File: config.mk
export PLATFORM = sky130hd
export DESIGN_NAME = dac_pll_regport
export DESIGN_NICKNAME = d
export VERILOG_FILES = /design/src/rtl/dac_regport_pkg.sv /design/src/rtl/dac_id_detect.sv /design/src/rtl/dac_index_ptr.sv /design/src/rtl/dac_pll_regs.sv /design/src/rtl/dac_pll_regport.sv
export SDC_FILE = /design/constraint.sdc
export NUM_CORES = 1
export LEC_CHECK = 0
export ABC_AREA = 0
export BUFFER_PORTS_ARGS = -buffer_cell sky130_fd_sc_hd__buf_2
export CORE_ASPECT_RATIO = 0.6
export CORE_MARGIN = 8
export CORE_UTILIZATION = 40
export CTS_CLUSTER_DIAMETER = 120
export DETAILED_ROUTE_END_ITERATION = 12
export GPL_TIMING_DRIVEN = 0
export PLACE_DENSITY = 0.69
export SLEW_MARGIN = 20
export SYNTH_ARGS = -nofsm -noshare
export SYNTH_HDL_FRONTEND = slang
export SYNTH_SLANG_ARGS = --single-unit
File: constraint.sdc
create_clock -name clk -period 2.45 [get_ports clk]
set_clock_uncertainty 0.1 [all_clocks]
set_input_delay 0.245 -clock clk [delete_from_list [all_inputs] [get_ports clk]]
set_output_delay 0.245 -clock clk [all_outputs]
set_load 0.02 [all_outputs]
File: src/rtl/dac_regport_pkg.sv
package dac_regport_pkg;

  typedef enum logic [1:0] {
    SEL_CMD  = 2'd0,
    SEL_RIDX = 2'd1,
    SEL_WIDX = 2'd2,
    SEL_DATA = 2'd3
  } port_sel_e;

  typedef enum logic [1:0] {
    MODE_INDEXED = 2'd0,
    MODE_RGB555  = 2'd1,
    MODE_RGB565  = 2'd2,
    MODE_RGB888  = 2'd3
  } colour_mode_e;

  function automatic colour_mode_e decode_mode(input logic [2:0] hi);
    case (hi)
      3'b001:  decode_mode = MODE_RGB555;
      3'b011:  decode_mode = MODE_RGB565;
      3'b010:  decode_mode = MODE_RGB888;
      default: decode_mode = MODE_INDEXED;
    endcase
  endfunction

endpackage

File: src/rtl/dac_id_detect.sv
module dac_id_detect #(
  parameter int ID_READS = 4
) (
  input  logic clk,
  input  logic rst,
  input  logic cmd_rd,
  input  logic clear,
  output logic hit
);
  localparam int CW = (ID_READS > 1) ? $clog2(ID_READS) : 1;
  localparam logic [CW-1:0] LAST = CW'(ID_READS - 1);

  logic [CW-1:0] cnt_q;

  assign hit = cmd_rd && (cnt_q == LAST);

  always_ff @(posedge clk) begin
    if (rst || clear) begin
      cnt_q <= '0;
    end else if (cmd_rd) begin
      cnt_q <= hit ? '0 : cnt_q + 1'b1;
    end
  end

  // a clearing access always restarts the run
  p_clear_count_r4: assert property (@(posedge clk) disable iff (rst)
    clear |=> (cnt_q == '0));

  // a hit ends the run, so the next read starts from zero
  p_hit_restart_r3: assert property (@(posedge clk) disable iff (rst)
    hit |=> (cnt_q == '0));

endmodule

File: src/rtl/dac_index_ptr.sv
module dac_index_ptr #(
  parameter int DW = 8
) (
  input  logic          clk,
  input  logic          rst,
  input  logic          load,
  input  logic [DW-1:0] load_val,
  input  logic          step,
  input  logic          one_byte,
  output logic [DW-1:0] idx,
  output logic          phase
);
  always_ff @(posedge clk) begin
    if (rst) begin
      idx   <= '0;
      phase <= 1'b0;
    end else if (load) begin
      idx   <= load_val;
      phase <= 1'b0;
    end else if (step) begin
      if (one_byte || phase) begin
        idx   <= idx + 1'b1;
        phase <= 1'b0;
      end else begin
        phase <= 1'b1;
      end
    end
  end

  // loading an index restarts at the first byte
  p_load_phase_r5: assert property (@(posedge clk) disable iff (rst)
    load |=> (phase == 1'b0) && (idx == $past(load_val)));

  // the second byte of a pair always moves the pointer on
  p_pair_advance_r6: assert property (@(posedge clk) disable iff (rst)
    (step && !load && phase) |=> (idx == $past(idx) + 1'b1) && !phase);

  // the first byte of a two-byte entry keeps the index
  p_first_hold_r6: assert property (@(posedge clk) disable iff (rst)
    (step && !load && !phase && !one_byte) |=> $stable(idx));

endmodule

File: src/rtl/dac_pll_regs.sv
module dac_pll_regs #(
  parameter int              DW       = 8,
  parameter logic [DW-1:0]   F2_IDX   = 8'h02,
  parameter logic [DW-1:0]   CTRL_IDX = 8'h0E,
  parameter int              M_OFS    = 2,
  parameter int              N1_OFS   = 2
) (
  input  logic          clk,
  input  logic          rst,
  input  logic          wr_en,
  input  logic [DW-1:0] wr_idx,
  input  logic          wr_phase,
  input  logic [DW-1:0] wdata,
  input  logic [DW-1:0] rd_idx,
  input  logic          rd_phase,
  output logic [DW-1:0] rd_byte,
  output logic [DW:0]   m_out,
  output logic [5:0]    n1_out,
  output logic [1:0]    n2_out
);
  localparam logic [DW:0] M_ADD  = (DW+1)'(M_OFS);
  localparam logic [5:0]  N1_ADD = 6'(N1_OFS);

  logic [DW-1:0] f2_m_q, f2_n_q, ctrl_q;
  logic          f2_m_wr, f2_n_wr, ctrl_wr;

  assign f2_m_wr = wr_en && (wr_idx == F2_IDX) && !wr_phase;
  assign f2_n_wr = wr_en && (wr_idx == F2_IDX) && wr_phase;
  assign ctrl_wr = wr_en && (wr_idx == CTRL_IDX);

  always_ff @(posedge clk) begin
    if (rst) begin
      f2_m_q <= '0;
      f2_n_q <= '0;
      ctrl_q <= '0;
    end else begin
      if (f2_m_wr) f2_m_q <= wdata;
      if (f2_n_wr) f2_n_q <= wdata;
      if (ctrl_wr) ctrl_q <= wdata;
    end
  end

  // exported dividers: loaded only when the pair is complete
  always_ff @(posedge clk) begin
    if (rst) begin
      m_out  <= M_ADD;
      n1_out <= N1_ADD;
      n2_out <= 2'd0;
    end else if (f2_n_wr) begin
      m_out  <= {1'b0, f2_m_q} + M_ADD;
      n1_out <= {1'b0, wdata[4:0]} + N1_ADD;
      n2_out <= wdata[6:5];
    end
  end

  always_comb begin
    if (rd_idx == F2_IDX)        rd_byte = rd_phase ? f2_n_q : f2_m_q;
    else if (rd_idx == CTRL_IDX) rd_byte = ctrl_q;
    else                         rd_byte = '0;
  end

  // an M write alone never disturbs the exported dividers
  p_m_only_hold_r7: assert property (@(posedge clk) disable iff (rst)
    f2_m_wr |=> $stable(m_out) && $stable(n1_out) && $stable(n2_out));

  // decoded dividers never fall below their offsets
  p_div_floor_r8: assert property (@(posedge clk) disable iff (rst)
    (m_out >= M_ADD) && (n1_out >= N1_ADD));

  // writes aimed at unmapped indices leave the stored bytes alone
  p_unmapped_hold_r11: assert property (@(posedge clk) disable iff (rst)
    (wr_en && wr_idx != F2_IDX && wr_idx != CTRL_IDX)
      |=> $stable(f2_m_q) && $stable(f2_n_q) && $stable(ctrl_q));

endmodule

File: src/rtl/dac_pll_regport.sv
module dac_pll_regport
  import dac_regport_pkg::*;
#(
  parameter int            DW       = 8,
  parameter logic [DW-1:0] F2_IDX   = 8'h02,
  parameter logic [DW-1:0] CTRL_IDX = 8'h0E,
  parameter logic [DW-1:0] ID_CODE  = 8'hB1,
  parameter int            ID_READS = 4,
  parameter int            M_OFS    = 2,
  parameter int            N1_OFS   = 2
) (
  input  logic          clk,
  input  logic          rst,
  input  logic [1:0]    bus_sel,
  input  logic          bus_wr,
  input  logic          bus_rd,
  input  logic [DW-1:0] bus_wdata,
  output logic [DW-1:0] bus_rdata,
  output logic [DW:0]   pll_m,
  output logic [5:0]    pll_n1,
  output logic [1:0]    pll_n2,
  output logic [1:0]    colour_mode
);
  logic          rd_any, rd_cmd, id_clear, id_hit;
  logic          wr_cmd, wr_ridx, wr_widx, wr_data, rd_data;
  logic [DW-1:0] cmd_q, rd_byte;
  logic [DW-1:0] ridx, widx;
  logic          rphase, wphase;
  colour_mode_e  mode_q;

  assign rd_any   = bus_rd && !bus_wr;
  assign rd_cmd   = rd_any && (bus_sel == SEL_CMD);
  assign rd_data  = rd_any && (bus_sel == SEL_DATA);
  assign wr_cmd   = bus_wr && (bus_sel == SEL_CMD);
  assign wr_ridx  = bus_wr && (bus_sel == SEL_RIDX);
  assign wr_widx  = bus_wr && (bus_sel == SEL_WIDX);
  assign wr_data  = bus_wr && (bus_sel == SEL_DATA);
  assign id_clear = bus_wr || (rd_any && (bus_sel != SEL_CMD));

  dac_id_detect #(.ID_READS(ID_READS)) u_id (
    .clk    (clk),
    .rst    (rst),
    .cmd_rd (rd_cmd),
    .clear  (id_clear),
    .hit    (id_hit)
  );

  dac_index_ptr #(.DW(DW)) u_rptr (
    .clk      (clk),
    .rst      (rst),
    .load     (wr_ridx),
    .load_val (bus_wdata),
    .step     (rd_data),
    .one_byte (ridx == CTRL_IDX),
    .idx      (ridx),
    .phase    (rphase)
  );

  dac_index_ptr #(.DW(DW)) u_wptr (
    .clk      (clk),
    .rst      (rst),
    .load     (wr_widx),
    .load_val (bus_wdata),
    .step     (wr_data),
    .one_byte (widx == CTRL_IDX),
    .idx      (widx),
    .phase    (wphase)
  );

  dac_pll_regs #(
    .DW(DW), .F2_IDX(F2_IDX), .CTRL_IDX(CTRL_IDX),
    .M_OFS(M_OFS), .N1_OFS(N1_OFS)
  ) u_regs (
    .clk      (clk),
    .rst      (rst),
    .wr_en    (wr_data),
    .wr_idx   (widx),
    .wr_phase (wphase),
    .wdata    (bus_wdata),
    .rd_idx   (ridx),
    .rd_phase (rphase),
    .rd_byte  (rd_byte),
    .m_out    (pll_m),
    .n1_out   (pll_n1),
    .n2_out   (pll_n2)
  );

  always_ff @(posedge clk) begin
    if (rst) begin
      cmd_q  <= '0;
      mode_q <= MODE_INDEXED;
    end else if (wr_cmd) begin
      cmd_q  <= bus_wdata;
      mode_q <= decode_mode(bus_wdata[7:5]);
    end
  end

  assign colour_mode = mode_q;

  always_ff @(posedge clk) begin
    if (rst) begin
      bus_rdata <= '0;
    end else if (rd_any) begin
      case (bus_sel)
        SEL_CMD:  bus_rdata <= id_hit ? ID_CODE : cmd_q;
        SEL_RIDX: bus_rdata <= ridx;
        SEL_WIDX: bus_rdata <= widx;
        default:  bus_rdata <= rd_byte;
      endcase
    end
  end

  // the probe hit shows the identification code on the next cycle
  p_id_code_r3: assert property (@(posedge clk) disable iff (rst)
    id_hit |=> (bus_rdata == ID_CODE));

  // read data holds while no read is strobed
  p_rdata_hold_r12: assert property (@(posedge clk) disable iff (rst)
    !rd_any |=> $stable(bus_rdata));

  // reading never moves the write pointer
  p_rd_keeps_wptr_r9: assert property (@(posedge clk) disable iff (rst)
    rd_any |=> $stable(widx) && $stable(wphase));

  // colour mode only changes on a command write
  p_mode_hold_r2: assert property (@(posedge clk) disable iff (rst)
    !wr_cmd |=> $stable(colour_mode));

endmodule

==> impl_metrics.toml, run 1 <==
[synth]
synth.distinct_cells = 54
synth_seq_cells = 76
synthTopCellsByArea = "dfxtp_1 (40%), mux2i_1 (7.8%), a21oi_1 (5.2%)"
synthesis.area_sq_um = 3840
yosysTopAreaCell = "dfxtp_1"
ys_warn_count = 0
synth_area_per_cell_sq_um = 8.46
syn_inst = 454
synthArstFlopShare_pct = 0
synth-main-ff-cell = "dfxtp_1"
synth.top_cell.area_share_pct = 39.6
synth_edf_count = 0
ys_seq_area_share_pct = 39.6
synth_fp_nets = 475

[layout]
nets = 519
fin_util_pct = 48.8
syn2layout_area_growth_pct = 17.6
diodes = 0
drive_gt1_share_pct = 13.3
layout_commonest_cell = "dfxtp_1"
layout_common_cells = "dfxtp_1 (76), nand2_1 (51), nor2_1 (48), a21oi_1 (40), buf_2 (36)"

[pwr]
power-per-cell-area_nw_per_um2 = 680
irDropWorstVdd_mv = 0.375
leakage_nw = 1.64
power_mw = 3.07

[worst_setup_path]
r2r_start = "u_wptr.idx[1]"
worstRegToRegCells = 5
path_max_fanout = 8
r2r-end = "u_regs.f2_m_q[0]"
arrival_ps = 2470
path_class = "register to register"
reg2reg_slack_ps = 90
required_ps = 2550
critPathLaunchType = "register"
end_kind = "register"

[clock_tree]
worstSkewPairLatency_ps = 340
cts_buffers = 9
htreeDepth = 3
cts_resized = 0
clk_pin_slew_ps = 60
cts_sinks = 76
cts_setup_buffers = 0
postCtsHoldBufs = 0
clockBufferDepth = 2
root_buffer = "clkbuf_16"
cts_tree = "yes"

[timing]
rsz0062_at_grt = "no"
setup_viol = 0
finalCritPeriodShare_pct = 96.5
slew_headroom_pct = 44.5
worst_slew_pin_slew_ps = 826
layout_min_cycle_time_ps = 2360
finalMaxSlewViolations = 0
max_freq_mhz = 423
finalHoldViolations = 0
fin_tns_setup_ps = 0

[route]
drc = 0
wl_per_cell_um = 19.2
viasPerCell = 5.84
num_vias = 3693
drt_iter0_drc = 426
dr.pass1.iters = 5
routed_wl_mm = 12.1
ant_nets = 0

[placed_design]
place_congestion = 0.896
portBuffers = 34
hpwl_mm = 8.88

[global_routing]
antenna_found_initial = 0
grt_max_degree = 13
grt.overflow.total = 0
grt_pass1_wl_mm = 19.1
grt_util_all_layers_pct = 18.9
grt_pass1_vias = 3498

[die]
start_util_pct = 41.5
rows = 27
dieArea_sq_um = 13100
io-pin-count = 41
die_w_um = 143
coreArea_sq_um = 9260
die_h_um = 91.9

[worst_hold_path]
hold_start = "bus_wdata[0]"
min_path_type = "input port to register"
whs_endpoint = "cmd_q[0]"
min_path_cells = 3

[status]
outcome = "finished, final reports clean"

[flow_run]
maxCapViolCount = 0
-- worst max path at each step --
| stage | from | endpoint | slack (ps) |
|---|---|---|---|
| final | u_wptr.idx[1] | u_regs.f2_m_q[0] | 90 |
| after detailed placement | u_wptr.idx[1] | u_regs.m_out[6] | 60 |
| after CTS | u_wptr.idx[1] | u_regs.m_out[6] | 30 |
| after floorplan | u_wptr.idx[1] | u_regs.f2_m_q[3] | 430 |
| after global placement | bus_sel[1] | u_regs.f2_m_q[1] | 130 |
| after global routing | u_wptr.idx[1] | u_regs.f2_m_q[3] | 10 |
-- per-layer routing --
metal | vias up | track usage (%) | share of wire [%]
met4 | 0 | 5.63 | 1.3
met2 | 187 | 24.3 | 38
met5 | - | 0 | 0
met3 | 12 | 6.41 | 11
met1 | 1749 | 28.2 | 50
li1 | 1745 | - | -
-- Yosys cell counts, types with 7 or more instances --
cell type,number
o22ai_1,7
nand2_1,51
o21a_1,7
a31oi_1,8
a21oi_1,40
clkbuf_1,32
nand2b_1,7
ha_1,7
a2111oi_0,7
nor3_1,7
dfxtp_1,76
nand3_1,15
mux2i_1,30
nor2_1,48
o2bb2ai_1,8
-- sequential cells by signal, indices dropped and copies added, names as in the netlist, 8 cells and up --
signal and count:
u_regs.m_out 9, u_regs.f2_m_q 8, cmd_q 8, u_rptr.idx 8
bus_rdata 8, u_regs.ctrl_q 8, u_wptr.idx 8
-- metrics by stage --
step	instance area, sq um	setup slack, ps	hold slack [ps]	std cells
after floorplan	3840	429	285	454
after CTS	4520	33.4	140	633
after global routing	4520	14.8	145	632
final	4520	85.6	150	632
after global placement	4180	134	337	618
after detailed placement	4180	62.8	342	618
-- critical path, cell delays in order, from the launching register on --
cell and delay, ps:
dfxtp_1 440, ha_1 220, or4b_4 490, nor4_4 640, mux2i_1 270, nor2_1 60
-- area by class of cell --
type                            count  area, sq um
Sequential cell                    76         1520
Tap cell                          130          163
Clock inverter                      4         97.6
Inverter                            4         15.0
Multi-Input combinational cell    335         2150
Clock buffer                       11          243
Timing Repair Buffer               34          170
Fill cell                         893         4740
Buffer                             38          156
-- logic make-up after synthesis --
group           after synthesis  share of synthesized area [%]
simple gates                176                           23.6
compound gates              113                           19.9
flops                        76                           39.6
buf+inv                      43                           4.56
mux                          33                           8.69
fa+ha+maj                     7                           2.28
xor+xnor                      6                           1.37
-- power breakdown --
part / switching [mW] / internal [mW]
Sequential: 0.0325 / 1.26
Clock: 0.515 / 1.02
Combinational: 0.166 / 0.0796
Power figures use the tool's default switching activity.
==> run 2: changes to the inputs <==
CTS_BUF_LIST = sky130_fd_sc_hd__clkbuf_2   (was unset)
SYNTH_HIERARCHICAL = 1   (was unset)
TNS_END_PERCENT = 5   (was unset)
==> run 2 against run 1 <==
Against the previous run: area after synthesis fell by 3.5%; sequential power barely moved; largest cell class unchanged; synthesized cell count fell by 7.9%; hold slack got worse by 120 ps; wire length fell by 10%; first-iteration DRC count fell by 27%; worst setup slack got worse by 29 ps; combinational power fell by 11%; non-clock buffer count rose by 4; core utilization fell by 0.91 points.
==> impl_metrics.toml, run 2 <==
[status]
outcome = "finished, final reports clean"

[worst_setup_path]
crit_start = "u_rptr/idx[4]"
cp_top_family = "simple AND/OR/NAND/NOR gates"
cp_cell_sequence = "nor4_1 > nand3b_1 > or3_4 > o2bb2ai_2 > mux2i_1 > a221o_1 > a21oi_1"
path_buf_inv = 0
critPathMaxStageDelay_ps = 440
path_max_fanout = 8
required_ps = 2840
worstRegToRegCells = 7
worst-path-stages = 7
end_kind = "register"
path_class = "register to register"
critPathLaunchType = "register"
r2r_start = "u_rptr/idx[4]"
cp_slowest_cell = "dfxtp_1"
arrival_ps = 2790

[timing]
slew_headroom_pct = 57.0
rsz0062_at_grt = "yes"
finalHoldViolations = 0
worst_slew_pin_slew_ps = 645
layout_min_cycle_time_ps = 2390
finalMaxSlewViolations = 0
finalCritPeriodShare_pct = 97.7
finalWorstSetupSlack_ps = 56.2
max_freq_mhz = 418
setup_viol = 0

[placed_design]
portBuffers = 40
hpwl_mm = 7.85
dp_cells = 574
place_congestion = 0.876
dp_slack_ps = -294

[route]
routed_wl_mm = 10.9
viasPerCell = 5.81
drc = 0
met1_length_mm = 5.25
ant_nets = 0
drt_iter0_drc = 313
dr.max_layer_used = "met4"
met3_length_um = 823
num_vias = 3489
wl_met2_mm = 4.72
wl_per_cell_um = 18.1
dr.pass1.iters = 4

[die]
coreArea_sq_um = 9090
start_util_pct = 40.8
die_h_um = 90.6
io-pin-count = 41
rows = 27
die_w_um = 140
dieArea_sq_um = 12700

[synth]
syn_inst = 418
synth_area_per_cell_sq_um = 8.87
synth_seq_cells = 76
synthTopCellsByArea = "dfxtp_1 (41%), mux2i_1 (8.4%), nand2_1 (5.6%)"
synth_compound_area_share_pct = 18.6
synthMuxAreaShare_pct = 8.37
synth_edf_count = 0
synth_fp_nets = 437
synth_top_family_by_area = "simple AND/OR/NAND/NOR gates"
synth_common_cells = "dfxtp_1 (76), nand2_1 (55), nor2_1 (50), a21oi_1 (34), mux2i_1 (31)"
synthAdderAreaFrac_pct = 1.69
synthSimpleGateAreaFrac_pct = 23.2
ys_warn_count = 6
synthesis.area_sq_um = 3710
synthArstFlopShare_pct = 0
synth-main-ff-cell = "dfxtp_1"
synth.top_cell.area_share_pct = 41.1
synth_xor_xnor_area_share_pct = 2.84
ys_seq_area_share_pct = 41.1
synth.distinct_cells = 49
yosysTopAreaCell = "dfxtp_1"
yosysMostFrequentCell = "dfxtp_1"

[clock_tree]
cts_tree = "yes"
root_buffer = "clkbuf_2"
worstSkewPairLatency_ps = 580
cts_buffers = 9
cts_sinks = 76
clk_pin_slew_ps = 210
cts_setup_buffers = 0
htreeDepth = 3
clockBufferDepth = 2

[pwr]
power-per-cell-area_nw_per_um2 = 543
leakage_nw = 1.52
power_mw = 2.36
irDropWorstVdd_mv = 0.259

[worst_hold_path]
min_path_cells = 4
hold_start = "bus_wr"
min_path_type = "input port to register"

[layout]
regMostFlops = "u_regs/m_out"
syn2layout_area_growth_pct = 17.5
layout_commonest_cell = "dfxtp_1"
nets = 499
layout_common_cells = "dfxtp_1 (75), nand2_1 (55), nor2_1 (49), buf_2 (41), a21oi_1 (34)"
largest_reg_flops = 9
drive_gt1_share_pct = 17.5
final_cells = 601
diodes = 0

[flow_run]
maxCapViolCount = 0

[global_routing]
antenna_found_initial = 0
grt.overflow.total = 0
grt_pass1_vias = 3233
grt_max_degree = 15
grt_util_all_layers_pct = 17.1
grt_pass1_wl_mm = 17.1
-- run 2: worst paths after layout --
kind                        end  slack [ps]
setup / recovery   bus_rdata[1]          60
hold / removal    u_id/cnt_q[1]          30
setup reg to reg   bus_rdata[1]          60
hold reg to reg    bus_rdata[3]         370
-- run 2: what timing repair did --
action                                 in CTS  in global routing
setup endpoints to repair                   3                 11
hold buffers                               12                  0
resized for setup                           4                  3
endpoints found under the hold margin      55                  0
-- run 2: through the flow --
stage                     hold WS [ps]  instance area (sq um)  utilization (%)  TNS (ps)
final                             27.8                   4350             47.9         0
after detailed placement           343                   4050             44.6     -7270
after CTS                         8.36                   4350             47.8     -28.5
after global placement             338                   4050             44.6     -5700
after floorplan                    210                   3710                -         0
after global routing              14.5                   4350             47.9     -1.68
-- run 2: logic make-up (layout without fill, tap and decap cells) --
family / count (synthesis) / after routing
AND/OR/NAND/NOR: 165 / 165
AO/OA/AOI/OAI: 99 / 99
flip-flops: 76 / 76
multiplexers: 31 / 31
buffers and inverters: 30 / 97
XOR/XNOR: 12 / 12
adder cells (fa/ha/maj): 5 / 5
-- run 2: power breakdown --
part	internal, mW	total, mW	switching, mW
combinational	0.0824	0.220	0.138
sequential	1.27	1.31	0.0415
clock	0.353	0.837	0.484
total	1.70	2.36	0.663
-- run 2: area by class of cell --
cell class / instances / area, sq um
multi-input cells: 312 / 2060
inverters: 5 / 18.8
flip-flops and latches: 76 / 1520
fillers: 863 / 4730
repair buffers: 52 / 320
clock buffers: 10 / 50.0
well taps: 116 / 145
plain buffers: 24 / 136
clock inverters: 6 / 95.1
-- run 2: routing by layer --
metal | track usage (%) | up-vias
met3 | 4.75 | 10
li1 | - | 1656
met1 | 23.9 | 1697
met2 | 24.8 | 126
met4 | 4.85 | 0
met5 | 0 | -
-- run 2: worst min-delay path: stages --
cell     delay [ps]
buf_2           120
inv_1           110
nand2_1         130
nor3_1           60
